===== config.mk =====
export PLATFORM = sky130hd
export DESIGN_NAME = spd_read_engine
export DESIGN_NICKNAME = d
export VERILOG_FILES = /design/src/rtl/spd_pkg.sv /design/src/rtl/spd_qtick.sv /design/src/rtl/spd_seq.sv /design/src/rtl/spd_read_engine.sv
export SDC_FILE = /design/constraint.sdc
export NUM_CORES = 1
export LEC_CHECK = 0
export BUFFER_PORTS_ARGS = -buffer_cell sky130_fd_sc_hd__buf_2
export CAP_MARGIN = 20
export CORE_MARGIN = 2
export CORE_UTILIZATION = 55
export CTS_BUF_LIST = sky130_fd_sc_hd__clkbuf_8
export DETAILED_ROUTE_END_ITERATION = 6
export GPL_ROUTABILITY_DRIVEN = 0
export HOLD_SLACK_MARGIN = 0.08
export PLACE_DENSITY = 0.86
export SLEW_MARGIN = 10
export SYNTH_ARGS = -nofsm -noshare
export SYNTH_HDL_FRONTEND = slang
export SYNTH_HIERARCHICAL = 1
export SYNTH_SLANG_ARGS = --single-unit

===== constraint.sdc =====
create_clock -name clk -period 4.13 [get_ports clk]
set_input_delay 0.6195 -clock clk [delete_from_list [all_inputs] [get_ports clk]]
set_output_delay 0.6195 -clock clk [all_outputs]
set_load 0.02 [all_outputs]

===== src/rtl/spd_pkg.sv =====
package spd_pkg;
  typedef enum logic [1:0] {PH_IDLE, PH_START, PH_BYTE, PH_STOP} spd_phase_e;
  localparam int SLOTS_PER_READ = 39;  // 2 starts, 4 bytes of 9 bits, 1 stop
  localparam int QUARTERS       = 4;
  localparam int ST_VALID_BIT   = 15;
  localparam int ST_ERR_BIT     = 13;
  localparam int ST_BUSY_BIT    = 12;
endpackage


===== src/rtl/spd_qtick.sv =====
module spd_qtick #(
  parameter int QDIV = 125
) (
  input  logic clk,
  input  logic rst,
  input  logic run_i,
  output logic tick_o
);
  localparam int CW = (QDIV > 1) ? $clog2(QDIV) : 1;
  localparam logic [CW-1:0] LAST = CW'(QDIV - 1);

  logic [CW-1:0] cnt;

  always_ff @(posedge clk) begin
    if (rst || !run_i) cnt <= '0;
    else if (cnt == LAST) cnt <= '0;
    else cnt <= cnt + 1'b1;
  end

  assign tick_o = run_i && (cnt == LAST);
endmodule


===== src/rtl/spd_seq.sv =====
module spd_seq
  import spd_pkg::*;
(
  input  logic       clk,
  input  logic       rst,
  input  logic       start_i,
  input  logic [6:0] dev_i,
  input  logic [7:0] baddr_i,
  input  logic       tick_i,
  input  logic       sda_in_i,
  output logic       scl_low_o,
  output logic       sda_low_o,
  output logic       active_o,
  output logic       done_o,
  output logic       fail_o,
  output logic [7:0] rdata_o
);
  spd_phase_e state;
  logic [1:0] q;
  logic [3:0] bitn;
  logic [1:0] bytei;
  logic [7:0] txsh, rx, baddr_q;
  logic [6:0] dev_q;
  logic       err_q, scl_low_q, sda_low_q, done_q;

  function automatic logic [7:0] load_byte(input logic [1:0] idx,
                                           input logic [6:0] d,
                                           input logic [7:0] b);
    case (idx)
      2'd0:    load_byte = {d, 1'b0};
      2'd1:    load_byte = b;
      2'd2:    load_byte = {d, 1'b1};
      default: load_byte = 8'hFF;
    endcase
  endfunction

  always_ff @(posedge clk) begin
    if (rst) begin
      state <= PH_IDLE; q <= '0; bitn <= '0; bytei <= '0;
      txsh <= '0; rx <= '0; dev_q <= '0; baddr_q <= '0;
      err_q <= 1'b0; scl_low_q <= 1'b0; sda_low_q <= 1'b0; done_q <= 1'b0;
    end else begin
      done_q <= 1'b0;
      if (state == PH_IDLE) begin
        if (start_i) begin
          dev_q <= dev_i; baddr_q <= baddr_i;
          err_q <= 1'b0; bytei <= 2'd0; q <= 2'd0;
          state <= PH_START;
        end
      end else if (tick_i) begin
        q <= q + 2'd1;
        case (state)
          PH_START: begin
            case (q)
              2'd0: begin scl_low_q <= 1'b1; sda_low_q <= 1'b0; end
              2'd1: scl_low_q <= 1'b0;
              2'd2: sda_low_q <= 1'b1;
              default: begin
                scl_low_q <= 1'b1;
                state     <= PH_BYTE;
                bitn      <= 4'd0;
                txsh      <= load_byte(bytei, dev_q, baddr_q);
              end
            endcase
          end
          PH_BYTE: begin
            case (q)
              2'd0: begin
                scl_low_q <= 1'b1;
                sda_low_q <= (bitn != 4'd8 && bytei != 2'd3) ? ~txsh[7] : 1'b0;
              end
              2'd1: scl_low_q <= 1'b0;
              2'd2: begin
                if (bitn != 4'd8) rx <= {rx[6:0], sda_in_i};
                else if (bytei != 2'd3 && sda_in_i) err_q <= 1'b1;
              end
              default: begin
                scl_low_q <= 1'b1;
                if (bitn != 4'd8) begin
                  bitn <= bitn + 4'd1;
                  txsh <= {txsh[6:0], 1'b0};
                end else if (err_q || bytei == 2'd3) begin
                  state <= PH_STOP;
                end else if (bytei == 2'd1) begin
                  bytei <= 2'd2;
                  state <= PH_START;
                end else begin
                  bytei <= bytei + 2'd1;
                  bitn  <= 4'd0;
                  txsh  <= load_byte(bytei + 2'd1, dev_q, baddr_q);
                end
              end
            endcase
          end
          default: begin  // PH_STOP
            case (q)
              2'd0: begin scl_low_q <= 1'b1; sda_low_q <= 1'b1; end
              2'd1: scl_low_q <= 1'b0;
              2'd2: sda_low_q <= 1'b0;
              default: begin state <= PH_IDLE; done_q <= 1'b1; end
            endcase
          end
        endcase
      end
    end
  end

  assign scl_low_o = scl_low_q;
  assign sda_low_o = sda_low_q;
  assign active_o  = (state != PH_IDLE);
  assign done_o    = done_q;
  assign fail_o    = err_q;
  assign rdata_o   = rx;

  AST_SDA_HIGH_SCL_ONLY_COND: assert property (@(posedge clk) disable iff (rst)
    (!scl_low_q && !$past(scl_low_q) && (sda_low_q != $past(sda_low_q)))
      |-> (state == PH_START || state == PH_STOP));
  AST_IDLE_BUS_RELEASED: assert property (@(posedge clk) disable iff (rst)
    (state == PH_IDLE) |-> (!scl_low_q && !sda_low_q));
  AST_START_ONLY_WHEN_IDLE: assert property (@(posedge clk) disable iff (rst)
    start_i |-> (state == PH_IDLE));
endmodule


===== src/rtl/spd_read_engine.sv =====
module spd_read_engine
  import spd_pkg::*;
#(
  parameter int QDIV = 125
) (
  input  logic        clk,
  input  logic        rst,
  input  logic        cmd_we,
  input  logic [31:0] cmd_wdata,
  output logic [15:0] stat_rdata,
  output logic        scl_drive_low,
  output logic        sda_drive_low,
  input  logic        sda_in
);
  localparam int BUSY_MIN = SLOTS_PER_READ * QUARTERS * QDIV;
  localparam int BUSY_MAX = BUSY_MIN + 4;
  localparam int BW       = $clog2(BUSY_MAX + 2);

  logic       busy_r, valid_r, err_r;
  logic [7:0] data_r;
  logic       accept, tick, seq_active, seq_done, seq_fail;
  logic [7:0] seq_rdata;
  logic       unused_cmd_bits;

  assign accept          = cmd_we && !busy_r && !cmd_wdata[0];
  assign unused_cmd_bits = ^{cmd_wdata[27], cmd_wdata[15:1]};

  spd_qtick #(.QDIV(QDIV)) u_tick (
    .clk(clk), .rst(rst), .run_i(seq_active), .tick_o(tick)
  );

  spd_seq u_seq (
    .clk(clk), .rst(rst), .start_i(accept),
    .dev_i({cmd_wdata[31:28], cmd_wdata[26:24]}), .baddr_i(cmd_wdata[23:16]),
    .tick_i(tick), .sda_in_i(sda_in),
    .scl_low_o(scl_drive_low), .sda_low_o(sda_drive_low),
    .active_o(seq_active), .done_o(seq_done), .fail_o(seq_fail),
    .rdata_o(seq_rdata)
  );

  always_ff @(posedge clk) begin
    if (rst) begin
      busy_r <= 1'b0; valid_r <= 1'b0; err_r <= 1'b0; data_r <= '0;
    end else if (accept) begin
      busy_r <= 1'b1; valid_r <= 1'b0; err_r <= 1'b0; data_r <= '0;
    end else if (seq_done) begin
      busy_r  <= 1'b0;
      valid_r <= !seq_fail;
      err_r   <= seq_fail;
      data_r  <= seq_fail ? 8'h00 : seq_rdata;
    end
  end

  always_comb begin
    stat_rdata               = '0;
    stat_rdata[ST_VALID_BIT] = valid_r;
    stat_rdata[ST_ERR_BIT]   = err_r;
    stat_rdata[ST_BUSY_BIT]  = busy_r;
    stat_rdata[7:0]          = data_r;
  end

  logic [BW-1:0] busy_cyc;
  always_ff @(posedge clk) begin
    if (rst || !busy_r) busy_cyc <= '0;
    else if (busy_cyc != {BW{1'b1}}) busy_cyc <= busy_cyc + 1'b1;
  end

  AST_BUSY_WINDOW: assert property (@(posedge clk) disable iff (rst)
    busy_cyc <= BW'(BUSY_MAX));
  AST_ACCEPT_STARTS_BUS: assert property (@(posedge clk) disable iff (rst)
    accept |=> seq_active);
  AST_VALID_ERR_EXCL: assert property (@(posedge clk) disable iff (rst)
    !(valid_r && err_r));
endmodule


==> flow_metrics.py <==
metrics = {
    "grt": {
        "antenna_found_initial": 0,
        "grt_max_degree": 43,
        "grt_overflow": 0,
        "grt_pass1_vias": 2748,
        "grt_pass1_wl_mm": 12.3,
        "grt_usage_pct": 23.6,
    },
    "final_layout": {
        "layout_common_cells": "dfxtp_1, a21oi_1, nand2_1",
        "drive_gt1_share_pct": 16.7,
        "regArea_sq_um": 1260,
        "diodes": 0,
        "layout_commonest_cell": "dfxtp_1",
        "final_nets": 469,
        "area_delta_synth_final_pct": 9.00,
        "multiInputGateArea_sq_um": 1820,
        "fin_util_pct": 61.5,
        "fillers": 509,
    },
    "detailed_routing": {
        "drt_iter0_drc": 301,
        "via_per_inst": 5.86,
        "wire_per_inst_um": 14.8,
        "routed_wl_mm": 7.31,
        "wirelength_met1_mm": 3.08,
        "wl_met2_mm": 3.55,
        "drc": 0,
        "via_count": 2899,
        "dr_wl_met3_um": 506,
        "ant_nets": 0,
        "top_layer": "met4",
        "drt_first_pass_iters": 5,
    },
    "setup_path": {
        "cp-end-kind": "flip-flop",
        "start_kind": "flip-flop",
        "cp_top_family": "simple AND/OR/NAND/NOR gates",
        "cp_max_fo": 9,
        "crit_buf_inv": 3,
        "worstSetupPathType": "reg -> reg",
        "path_common_cell": "inv_1",
        "slowest_stage": "nor3_1",
        "cp_slowest_stage_delay_ps": 680,
        "r2r-start": "u_seq/state[0]$_SDFFE_PP0P_",
        "cp_data_required_time_ps": 4350,
        "critPathArrivalTime_ps": 3290,
        "startpoint": "u_seq/state[0]$_SDFFE_PP0P_",
        "path_cells": "inv_1, ha_1, inv_1, inv_1, nor3_1, nor2b_1, nand4_1, mux2i_1, nor2_1",
    },
    "synth": {
        "synth_edf_count": 0,
        "yosys-top-cells-area": "dfxtp_1, a21oi_1, ha_1",
        "netlist_area_sq_um": 3320,
        "synth-seq-area-share_pct": 38.0,
        "ys_types": 53,
        "synth_top_area_share_pct": 38.0,
        "syn_inst": 398,
        "yosysWarnings": 6,
        "synth_area_leader_cell": "dfxtp_1",
        "avgSynthCellArea_sq_um": 8.35,
        "ys.flop_type": "dfxtp_1",
        "ys_ff_latch": 63,
        "async_reset_ff_share_pct": 0,
    },
    "worst_hold_path": {
        "hold_path_class": "reg -> reg",
        "worstHoldStart": "u_seq/scl_low_o$_SDFFE_PP0P_",
    },
    "clocking": {
        "cts_setup_buffers": 0,
        "cts_sinks": 63,
        "cts_hold_buf": 0,
        "cts_tree": "yes",
        "cts.clk_slew.worst_paths_ps": 80,
        "cts_buffers": 9,
        "cts_max_level": 3,
        "cts_resized": 0,
        "cts_buffer_depth": 2,
        "cts_root_buffer": "clkbuf_8",
        "clock_latency_ps": 350,
    },
    "placement": {
        "dp_hpwl_mm": 4.78,
        "port_buffers": 32,
    },
    "timing": {
        "period_needed_ps": 3070,
        "relSlewSlack_pct": 32.8,
        "rsz0062_at_grt": "false",
        "setup_violations": 0,
        "post-route-period-util_pct": 74.3,
        "fin_worst_skew_ps": 10.1,
        "report.final.slew_viol_count": 0,
        "tightest_slew_ps": 1010,
        "max_freq_mhz": 326,
        "finalHoldViolations": 0,
        "finalSetupTns_ps": 0,
    },
    "power_and_ir_drop": {
        "power_density_nw_per_um2": 343,
        "ir_drop_uv": 225,
        "p_leak_nw": 1.38,
    },
    "floorplan": {
        "dieArea_sq_um": 6680,
        "rows": 28,
        "coreArea_sq_um": 5890,
        "io_pins": 54,
        "fp.dieH_um": 81.7,
        "start_util_pct": 56.5,
        "fp.dieW_um": 81.7,
    },
    "outcome": {
        "status": "completed",
    },
    "flow_run": {
        "drv_cap": 0,
    },
}
state kept, by name, summed over array words and instances (netlist names), 2 cells and up:
name,count
data_r,8
u_seq/dev_q,7
u_seq/state,2
u_seq/rdata_o,8
u_seq/txsh,8
u_tick/cnt,7
u_seq/bitn,4
u_seq/q,2
u_seq/bytei,2
u_seq/baddr_q,8
layout make-up:
type / count / share of cell area [%]
Multi-Input combinational cell: 289 / 50.3
Sequential cell: 63 / 34.8
Timing Repair Buffer: 35 / 5.04
Clock buffer: 9 / 3.42
Tap cell: 75 / 2.59
Clock inverter: 7 / 2.07
Inverter: 17 / 1.76
synthesized netlist by cell type (2+ instances only):
master and count:
a31oi_1 7, nand3b_1 10, a211oi_2 9, nand4_1 2, a211oi_1 3, nand3_1 8
clkbuf_1 17, nand2b_1 11, inv_1 16, buf_4 10, xor2_1 2, a2111o_1 2
buf_6 2, nor2b_1 6, dfxtp_1 63, nor2_1 34, a21oi_1 50, buf_2 3
a22oi_1 3, or4_1 2, nor3_1 17, ha_1 18, nand2_1 38, a311oi_1 2
o21ai_0 26, mux2i_1 10
final timing paths:
check	slack (ps)	to	cells after the start
worst min register to register	470	u_seq/scl_low_o$_SDFFE_PP0P_	2
worst min-delay path	470	u_seq/scl_low_o$_SDFFE_PP0P_	2
worst max-delay path	1060	u_seq/rdata_o[5]$_SDFFE_PP0P_	9
worst max register to register	1060	u_seq/rdata_o[5]$_SDFFE_PP0P_	9
layer usage:
metal / up-vias / track usage (%)
met1: 1352 / 28.3
li1: 1410 / -
met5: - / 0
met4: 0 / 9.50
met2: 121 / 39.9
met3: 16 / 6.59
where the power goes:
| group | leakage (nW) | internal, mW | switching, mW |
|---|---|---|---|
| clock | 0.0968 | 0.279 | 0.253 |
| sequential | 0.509 | 0.617 | 0.00850 |
| combinational | 0.777 | 0.0302 | 0.0545 |
per-stage QoR:
step / setup slack (ps) / hold WS, ps / power (mW) / cells / area, sq um
2_1_floorplan: 1720 / 433 / 0.706 / 402 / 3340
3_3_place_gp: 1340 / 440 / 0.719 / 479 / 3420
3_5_place_dp: 1220 / 467 / 0.722 / 479 / 3420
4_1_cts: 1110 / 477 / 1.25 / 495 / 3620
5_1_grt: 868 / 502 / 1.29 / 495 / 3620
6_report: 1060 / 474 / 1.24 / 495 / 3620
worst min-delay path, delay by kind of cell, from the launching register on:
kind	cells	cell delay [ps]
flip-flops	1	320
AO/OA/AOI/OAI	1	60
buffers and inverters	1	50
cells by family after synthesis:
kind of cell	share of synthesized area (%)
AND/OR/NAND/NOR	22.0
buffers and inverters	7.68
AO/OA/AOI/OAI	21.7
flip-flops	38.0
XOR/XNOR	0.791
adder cells (fa/ha/maj)	6.78
multiplexers	3.01
other	0.113
Power figures use the tool's default switching activity.
